==> src/rtl/guard_pkg.sv <==
package guard_pkg;

  typedef enum logic [1:0] {
    OUT_OK    = 2'd0,
    OUT_UNDEF = 2'd1,
    OUT_TRAP2 = 2'd2,
    OUT_TRAP3 = 2'd3
  } outcome_t;

  localparam int CLASS_W = 6;
  localparam logic [CLASS_W-1:0] TRAP_CLASS = 6'h18;

  typedef struct packed {
    logic feat_ok;
    logic lvl3_present;
    logic lvl2_enabled;
    logic nonsecure;
    logic hyp_trap_en;
    logic fg_impl;
    logic fg_allow;
    logic fg_rd;
    logic fg_wr;
    logic top_trap_en;
    logic top_undef_first;
    logic top_undef;
  } guard_ctrl_t;

endpackage

==> src/rtl/guard_decide.sv <==
module guard_decide
  import guard_pkg::*;
(
  input  guard_ctrl_t ctrl,
  input  logic [1:0]  level,
  input  logic        is_write,
  output outcome_t    outcome
);

  logic     fg_hit;
  logic     top_first_undef;
  outcome_t top_fault;

  always_comb begin
    fg_hit = ctrl.lvl2_enabled && ctrl.fg_impl &&
             (!ctrl.lvl3_present || ctrl.fg_allow) &&
             (is_write ? ctrl.fg_wr : ctrl.fg_rd);
    top_first_undef = ctrl.lvl3_present && ctrl.top_undef_first && ctrl.top_trap_en;
    top_fault = ctrl.top_undef ? OUT_UNDEF : OUT_TRAP3;
  end

  always_comb begin
    outcome = OUT_UNDEF;
    if (!ctrl.feat_ok) begin
      outcome = OUT_UNDEF;
    end else begin
      unique case (level)
        2'd0: outcome = OUT_UNDEF;
        2'd1: begin
          if (top_first_undef)                             outcome = OUT_UNDEF;
          else if (ctrl.lvl3_present && !ctrl.nonsecure)   outcome = OUT_UNDEF;
          else if (ctrl.lvl2_enabled && ctrl.hyp_trap_en)  outcome = OUT_TRAP2;
          else if (fg_hit)                                 outcome = OUT_TRAP2;
          else if (ctrl.lvl3_present && ctrl.top_trap_en)  outcome = top_fault;
          else                                             outcome = OUT_OK;
        end
        2'd2: begin
          if (ctrl.lvl3_present && !ctrl.nonsecure)        outcome = OUT_UNDEF;
          else if (top_first_undef)                        outcome = OUT_UNDEF;
          else if (ctrl.lvl3_present && ctrl.top_trap_en)  outcome = top_fault;
          else                                             outcome = OUT_OK;
        end
        default: outcome = ctrl.nonsecure ? OUT_OK : OUT_UNDEF;
      endcase
    end
  end

endmodule

==> src/rtl/guard_cfg_reg.sv <==
module guard_cfg_reg #(
  parameter int DATA_W  = 64,
  parameter int PA_BITS = 48,
  parameter int ALIGN_W = 16
) (
  input  logic              clk,
  input  logic              rst,
  input  logic              we,
  input  logic [DATA_W-1:0] wdata,
  output logic [DATA_W-1:0] value
);

  logic [DATA_W-1:0] keep;
  logic [DATA_W-1:0] value_q;

  for (genvar b = 0; b < DATA_W; b++) begin : g_keep
    if (b == 0) begin : g_flag
      assign keep[b] = 1'b1;
    end else if (b >= ALIGN_W && b < PA_BITS) begin : g_addr
      assign keep[b] = 1'b1;
    end else begin : g_resv
      assign keep[b] = 1'b0;
    end
  end

  always_ff @(posedge clk) begin
    if (rst) begin
      value_q <= '0;
    end else if (we) begin
      value_q <= wdata & keep;
    end
  end

  assign value = value_q;

endmodule

==> src/rtl/guard_resp.sv <==
module guard_resp
  import guard_pkg::*;
#(
  parameter int DATA_W = 64
) (
  input  logic               clk,
  input  logic               rst,
  input  logic               fire,
  input  logic               is_write,
  input  outcome_t           outcome,
  input  logic [DATA_W-1:0]  stored,
  output logic               rsp_valid,
  output logic               rsp_ok,
  output logic               rsp_undef,
  output logic               rsp_trap2,
  output logic               rsp_trap3,
  output logic [CLASS_W-1:0] rsp_class,
  output logic [DATA_W-1:0]  rsp_rdata
);

  logic is_trap;

  assign is_trap = (outcome == OUT_TRAP2) || (outcome == OUT_TRAP3);

  always_ff @(posedge clk) begin
    if (rst) begin
      rsp_valid <= 1'b0;
      rsp_ok    <= 1'b0;
      rsp_undef <= 1'b0;
      rsp_trap2 <= 1'b0;
      rsp_trap3 <= 1'b0;
      rsp_class <= '0;
      rsp_rdata <= '0;
    end else begin
      rsp_valid <= fire;
      rsp_ok    <= fire && (outcome == OUT_OK);
      rsp_undef <= fire && (outcome == OUT_UNDEF);
      rsp_trap2 <= fire && (outcome == OUT_TRAP2);
      rsp_trap3 <= fire && (outcome == OUT_TRAP3);
      rsp_class <= (fire && is_trap) ? TRAP_CLASS : '0;
      rsp_rdata <= (fire && !is_write && outcome == OUT_OK) ? stored : '0;
    end
  end

endmodule

==> src/rtl/priv_reg_guard.sv <==
module priv_reg_guard
  import guard_pkg::*;
#(
  parameter int DATA_W  = 64,
  parameter int PA_BITS = 48
) (
  input  logic              clk,
  input  logic              rst,
  input  logic              req_valid,
  input  logic              req_write,
  input  logic [1:0]        req_level,
  input  logic [DATA_W-1:0] req_wdata,
  input  logic              has_region_feat,
  input  logic              has_64bit_state,
  input  logic              lvl3_present,
  input  logic              lvl2_enabled,
  input  logic              nonsecure,
  input  logic              hyp_trap_en,
  input  logic              fg_trap_impl,
  input  logic              fg_trap_allow,
  input  logic              fg_read_trap,
  input  logic              fg_write_trap,
  input  logic              top_trap_en,
  input  logic              top_undef_first,
  input  logic              top_undef,
  output logic              rsp_valid,
  output logic              rsp_ok,
  output logic              rsp_undef,
  output logic              rsp_trap2,
  output logic              rsp_trap3,
  output logic [5:0]        rsp_class,
  output logic [DATA_W-1:0] rsp_rdata,
  output logic [DATA_W-1:0] cfg_value
);

  guard_ctrl_t ctrl;
  outcome_t    outcome;
  logic        wr_en;

  always_comb begin
    ctrl.feat_ok         = has_region_feat && has_64bit_state;
    ctrl.lvl3_present    = lvl3_present;
    ctrl.lvl2_enabled    = lvl2_enabled;
    ctrl.nonsecure       = nonsecure;
    ctrl.hyp_trap_en     = hyp_trap_en;
    ctrl.fg_impl         = fg_trap_impl;
    ctrl.fg_allow        = fg_trap_allow;
    ctrl.fg_rd           = fg_read_trap;
    ctrl.fg_wr           = fg_write_trap;
    ctrl.top_trap_en     = top_trap_en;
    ctrl.top_undef_first = top_undef_first;
    ctrl.top_undef       = top_undef;
  end

  guard_decide u_decide (
    .ctrl     (ctrl),
    .level    (req_level),
    .is_write (req_write),
    .outcome  (outcome)
  );

  assign wr_en = req_valid && req_write && (outcome == OUT_OK);

  guard_cfg_reg #(
    .DATA_W  (DATA_W),
    .PA_BITS (PA_BITS)
  ) u_reg (
    .clk   (clk),
    .rst   (rst),
    .we    (wr_en),
    .wdata (req_wdata),
    .value (cfg_value)
  );

  guard_resp #(
    .DATA_W (DATA_W)
  ) u_resp (
    .clk       (clk),
    .rst       (rst),
    .fire      (req_valid),
    .is_write  (req_write),
    .outcome   (outcome),
    .stored    (cfg_value),
    .rsp_valid (rsp_valid),
    .rsp_ok    (rsp_ok),
    .rsp_undef (rsp_undef),
    .rsp_trap2 (rsp_trap2),
    .rsp_trap3 (rsp_trap3),
    .rsp_class (rsp_class),
    .rsp_rdata (rsp_rdata)
  );

endmodule

==> config.mk <==
export PLATFORM = sky130hd
export DESIGN_NAME = priv_reg_guard
export DESIGN_NICKNAME = d
export VERILOG_FILES = /design/src/rtl/guard_pkg.sv /design/src/rtl/guard_decide.sv /design/src/rtl/guard_cfg_reg.sv /design/src/rtl/guard_resp.sv /design/src/rtl/priv_reg_guard.sv
export SDC_FILE = /design/constraint.sdc
export NUM_CORES = 1
export LEC_CHECK = 0
export BUFFER_PORTS_ARGS = -buffer_cell sky130_fd_sc_hd__buf_2
export CAP_MARGIN = 30
export CORE_MARGIN = 1
export CORE_UTILIZATION = 45
export DETAILED_ROUTE_END_ITERATION = 7
export GPL_TIMING_DRIVEN = 0
export PLACE_DENSITY = 0.85
export SETUP_SLACK_MARGIN = 0.5
export SYNTH_ARGS = -nofsm -noshare
export SYNTH_HDL_FRONTEND = slang
export SYNTH_SLANG_ARGS = --single-unit
==> constraint.sdc <==
create_clock -name clk -period 4.7 [get_ports clk]
set_input_delay 0.235 -clock clk [delete_from_list [all_inputs] [get_ports clk]]
set_output_delay 0.235 -clock clk [all_outputs]
set_load 0.01 [all_outputs]
=== Word level (Yosys, flattened, before mapping) ===
Index checks and enable logic that the tools add are counted.

* Equal/unequal tests: 5
* Reduce and logical (&&, ||, !) cells: 26
* Mux-type cells: 13
* Bitwise operators: 1

{| class="wikitable"
|+ Operators by type and width
! operator !! number
|-
| logical AND 1 bit || 18
|-
| 2-to-1 mux 2 bit || 9
|-
| equality test 2 bit, second input constant || 3
|-
| one-hot mux 2 bit (3 select lines) || 1
|-
| 2-to-1 mux 5 bit || 1
|-
| equality test 2 x 1 -> 1 bit, second input constant || 2
|-
| zero test 2 bit || 2
|-
| zero test 1 bit || 3
|-
| logical OR 1 bit || 2
|-
| 2-to-1 mux 1 bit || 2
|-
| OR reduction 2 bit || 1
|-
| NOT 1 bit || 1
|}

* Word-level logic and storage cells: 53
* Output and inout bits: 139
* Bits of input ports: 83
* Register bits after elaboration: 77

=== Depth between registers and ports, before layout ===
* Depth after elaboration: 14
* Mapped depth: 7
* Depth with buffers taken out: 5

=== Modules after synthesis ===
Synthesis repeated with hierarchy kept, for this count alone.

* Cells, all modules: 330
* Area total of the unflattened synthesis: 4002.6 µm²

{| class="wikitable"
|+ By module, submodules not included
! module !! instances !! cells each !! sequential area each (µm²) !! area each (µm²)
|-
| guard_resp || 1 || 169 || 1401.3 || 2398.6
|-
| guard_cfg_reg || 1 || 139 || 660.6 || 1438.9
|-
| guard_decide || 1 || 20 || 0.0 || 146.4
|-
| priv_reg_guard || 1 || 2 || 0.0 || 18.8
|}

=== Worst setup path after synthesis ===
No wires, ideal clock.

* Path type: input port to flip-flop
* Start point: input req_write
* End point: register u_reg.value_q[18], in the netlist u_reg.value[18]
* Cell stages on the path: 7
* Path buffers: 2
* Slack: 3033 ps
* Arrival: 1547 ps
* Cell sequence: mux2_4 -> a311oi_2 -> or3_1 -> buf_2 -> nand4_4 -> buf_6 -> mux2i_1

* Longest elaborated chain between the ends: 10

{| class="wikitable"
|+ RTL lines
! item !! line !! RTL
|-
| start, declared || priv_reg_guard.sv:10 || <nowiki>input logic req_write,</nowiki>
|-
| 2-to-1 mux 1 bit || guard_decide.sv:17 || <nowiki>(is_write ? ctrl.fg_wr : ctrl.fg_rd);</nowiki>
|-
| logical AND 1 bit || guard_decide.sv:16 || <nowiki>(!ctrl.lvl3_present || ctrl.fg_allow) &&</nowiki>
|-
| 2-to-1 mux 2 bit || guard_decide.sv:33 || <nowiki>else if (fg_hit) outcome = OUT_TRAP2;</nowiki>
|-
| 2-to-1 mux 2 bit || guard_decide.sv:32 || <nowiki>else if (ctrl.lvl2_enabled && ctrl.hyp_trap_en) outcome = OUT_TRAP2;</nowiki>
|-
| 2-to-1 mux 2 bit || guard_decide.sv:31 || <nowiki>else if (ctrl.lvl3_present && !ctrl.nonsecure) outcome = OUT_UNDEF;</nowiki>
|-
| 2-to-1 mux 2 bit || guard_decide.sv:30 || <nowiki>if (top_first_undef) outcome = OUT_UNDEF;</nowiki>
|-
| one-hot mux 2 bit (3 select lines) || guard_decide.sv:27 || <nowiki>unique case (level)</nowiki>
|-
| 2-to-1 mux 2 bit || guard_decide.sv:24 || <nowiki>if (!ctrl.feat_ok) begin</nowiki>
|-
| zero test 2 bit || priv_reg_guard.sv:62 || <nowiki>assign wr_en = req_valid && req_write && (outcome == OUT_OK);</nowiki>
|-
| logical AND 1 bit (*) || priv_reg_guard.sv:62 ||
|-
| end signal, assigned || guard_cfg_reg.sv:30 || <nowiki>value_q <= wdata & keep;</nowiki>
|-
| end, declared || guard_cfg_reg.sv:14 || <nowiki>logic [DATA_W-1:0] value_q;</nowiki>
|}

Every way passes the cells marked *; elsewhere a longest branch is shown, timed or not.
A chain may end at the register's enable or synchronous reset.

=== Worst setup path after layout ===
* Start point: input top_trap_en
* End point: register u_resp.rsp_rdata[20]

* Longest elaborated chain between the ends: 12

{| class="wikitable"
|+ RTL lines
! item !! line !! RTL
|-
| start, declared || priv_reg_guard.sv:23 || <nowiki>input logic top_trap_en,</nowiki>
|-
| logical AND 1 bit || guard_decide.sv:34, guard_decide.sv:40 ||
|-
| 2-to-1 mux 2 bit || guard_decide.sv:34, guard_decide.sv:40 ||
|-
| 2-to-1 mux 2 bit || guard_decide.sv:33 ||
|-
| 2-to-1 mux 2 bit || guard_decide.sv:32 ||
|-
| 2-to-1 mux 2 bit || guard_decide.sv:31 ||
|-
| 2-to-1 mux 2 bit || guard_decide.sv:30 ||
|-
| one-hot mux 2 bit (3 select lines) (*) || guard_decide.sv:27 ||
|-
| 2-to-1 mux 2 bit (*) || guard_decide.sv:24 ||
|-
| zero test 2 bit (*) || guard_resp.sv:41 || <nowiki>rsp_rdata <= (fire && !is_write && outcome == OUT_OK) ? stored : '0;</nowiki>
|-
| logical AND 1 bit (*) || guard_resp.sv:41 ||
|-
| NOT 1 bit (no source line) (*) || -- ||
|-
| OR reduction 2 bit (no source line) (*) || -- ||
|-
| end signal, assigned || guard_resp.sv:41 ||
|-
| end, declared || guard_resp.sv:18 || <nowiki>output logic [DATA_W-1:0] rsp_rdata</nowiki>
|}

Marks and branches as above.

==> run_results.csv <==
group,metric,value,unit
power,irDropWorstVdd,0.000132,V
clocking,cts_buffers,9,
detailed_routing,drt-vias-per-instance,4.06,
logic_synthesis,synthSimpleGateAreaFrac,0.237,
placement,dp_hpwl,5340,um
die,die_w,86.9,um
detailed_routing,antenna_left,0,
cells_and_area,drive_gt1_frac,0.411,
setup_path,rrSetupSlack,3.99,ns
cells_and_area,multi_input_area,1460,um^2
grt,grt_pass1_vias,2318,
setup_path,worstPathArrival,2.00,ns
setup_path,rr_startpoint,"u_reg.value[18]",
setup_path,r2r_end,"u_reg.value[18]",
detailed_routing,drtPass1Iterations,4,
logic_synthesis,syn-instance-count,323,
setup_path,path_max_fanout,10,
cells_and_area,antenna-diode-count,0,
timing,setup_viol,0,
clocking,worstSkewPairLatency,0.33,ns
timing,hold_viol_final,0,
outcome,status,"completed",
timing,slew_violations,0,
clocking,cts.sinks,72,
clocking,cts-resized-gates,0,
grt,grt_max_degree,14,
die,fp.coreArea,6870,um^2
logic_synthesis,yosysSeqAreaShare,0.444,
setup_path,worstSetupEndpoint,"u_resp.rsp_rdata[20]",
setup_path,required,4.98,ns
clocking,clock_path_buffers,2,
placement,place_worst_setup_slack,2.60,ns
cells_and_area,seq_area,1440,um^2
logic_synthesis,synth_top_cell_area_share,0.444,
clocking,clock-root-buffer,"clkbuf_8",
grt,antenna_found_initial,1,
grt,grtUsageTotal,0.179,
logic_synthesis,synth_top_family_by_area,"simple AND/OR/NAND/NOR gates",
setup_path,path_class,"input port to flop",
logic_synthesis,synth_common_cells,"dfxtp_1 (72), nand2b_1 (68), buf_4 (67), and2_1 (36), mux2i_1 (33)",
logic_synthesis,synth-edff-count,0,
die,die_area,7560,um^2
timing,fin_ws,2.98,ns
setup_path,cp-startpoint,"top_trap_en",
logic_synthesis,muxShareOfSynthArea,0.106,
logic_synthesis,synthAdderAreaFrac,0,
run,drv_cap,0,
logic_synthesis,synth_warnings,0,
grt,gr-total-overflow,0,
timing,finClkSkew,0.00635,ns
setup_path,r2r_cells,2,
detailed_routing,drtIter0Drc,44,
placement,place_congestion,0.829,
hold_path,hp-class,"input port to flop",
logic_synthesis,synth_most_common_cell,"dfxtp_1",
logic_synthesis,ys_top_cells_by_area,"dfxtp_1 (44%), buf_4 (15%), nand2b_1 (13%)",
die,start_util,0.472,
die,rows,30,
detailed_routing,dr_total_vias,2533,
logic_synthesis,syn_area,3250,um^2
logic_synthesis,synthDistinctLibCells,30,
clocking,holdBufCountCts,0,
timing,min_period,1.72,ns
setup_path,critPathCaptureType,"flop",
timing,setup_tns,0,ns
logic_synthesis,async_flop_share,0,
power,p_leak,2.57,nW
detailed_routing,wire_per_inst,11.3,um
die,die_y,86.9,um
logic_synthesis,synth_compound_area_frac,0.0297,
die,num_io_pins,222,
cells_and_area,nFillCells,560,
logic_synthesis,synth_xor_area_frac,0,
logic_synthesis,syn_avg_cell_area,10.0,um^2
power,power.density,323,nW/um^2
detailed_routing,drt_wl_total,7030,um
clocking,cts_tree,"done",
clocking,post_cts_buffers,0,
timing,finalCritPeriodShare,0.366,
logic_synthesis,synth_seq_cells,72,
clocking,htree_levels,3,
logic_synthesis,synth_flop_cell,"dfxtp_1",
timing,rsz0062_at_grt,"no",
cells_and_area,fin_nets,606,
grt,grt_pass1_wl,10300,um
cells_and_area,area_growth,39.3,%
logic_synthesis,synth.largest_area_cell,"dfxtp_1",
detailed_routing,drc,0,
placement,io_buffers,124,
timing,fmax,0.581,GHz
clocking,clk_pin_slew,0.08,ns
setup_path,start_kind,"input port",
==> cells in the final DEF, fill, tap and decap left out, types with 2 or more instances in the layout <==
master     instances
nor2b_1            3
a21oi_1            2
nand3_1            3
mux2i_1           33
clkinv_4           2
buf_6              3
nand2_1            3
nand2b_1          68
bufinv_16          5
clkbuf_1          10
buf_2            125
conb_1            66
clkbuf_8           9
nor2_1             3
dfxtp_1           72
buf_4             67
and2_1            36
inv_1              3
==> report_power, final <==
| group | switching, W | internal, W |
|---|---|---|
| Combinational | 0.0000687 | 0.0000777 |
| Sequential | 0.00000249 | 0.000614 |
| Clock | 0.000235 | 0.000462 |
==> flip-flops by register name (all words and copies together) (netlist names) <==
signal,flops
u_resp.rsp_undef,1
u_reg.value,33
u_resp.rsp_valid,1
u_resp.rsp_rdata,33
u_resp.rsp_ok,1
u_resp.rsp_trap2,1
u_resp.rsp_trap3,1
u_resp.rsp_class,1
==> cell families after synthesis <==
kind of cell	after synthesis
flops	72
compound gates	10
mux	34
simple gates	122
other cells	1
buf+inv	84
==> critical path, cell delays in order <==
cell and delay [ns]:
buf_2 0.13, inv_1 0.05, o21ai_0 0.11, a2111oi_4 0.54
and4bb_2 0.39, clkbuf_1 0.34, and2_1 0.20
==> cell type report <==
cell class,instances,area share
buffer,81,0.128
inverter,3,0.00249
multi-input combinational,232,0.322
sequential,72,0.319
tap,96,0.0266
clock buffer,9,0.0274
clock inverter,7,0.0371
timing repair buffer,124,0.137
==> worst min path at each step <==
stage                          startpoint              endpoint  cells past startpoint
after global routing        req_wdata[47]       u_reg.value[47]                      3
after floorplan              req_wdata[0]        u_reg.value[0]                      2
after detailed placement  u_reg.value[22]  u_resp.rsp_rdata[22]                      1
after global placement    u_reg.value[19]  u_resp.rsp_rdata[19]                      1
after CTS                   req_wdata[29]       u_reg.value[29]                      3
final                       req_wdata[29]       u_reg.value[29]                      3
==> per-stage QoR <==
stage | hold slack, ns | cell area [um^2] | std cells | util | total power (W)
2_1_floorplan | 0.387 | 3490 | 388 | - | 0.000737
3_3_place_gp | 0.464 | 4230 | 608 | 0.616 | 0.000772
3_5_place_dp | 0.466 | 4230 | 608 | 0.616 | 0.000774
4_1_cts | 0.131 | 4520 | 624 | 0.658 | 0.00147
5_1_grt | 0.131 | 4520 | 624 | 0.658 | 0.00151
6_report | 0.148 | 4520 | 624 | 0.658 | 0.00146
==> layer usage <==
layer / up-vias / track usage / routed length [um]
li1: 1289 / - / -
met1: 1117 / 0.196 / 2830
met2: 119 / 0.317 / 3550
met3: 8 / 0.0616 / 559
met4: 0 / 0.0712 / 93
met5: - / 0 / 0
Power figures use the tool's default switching activity.
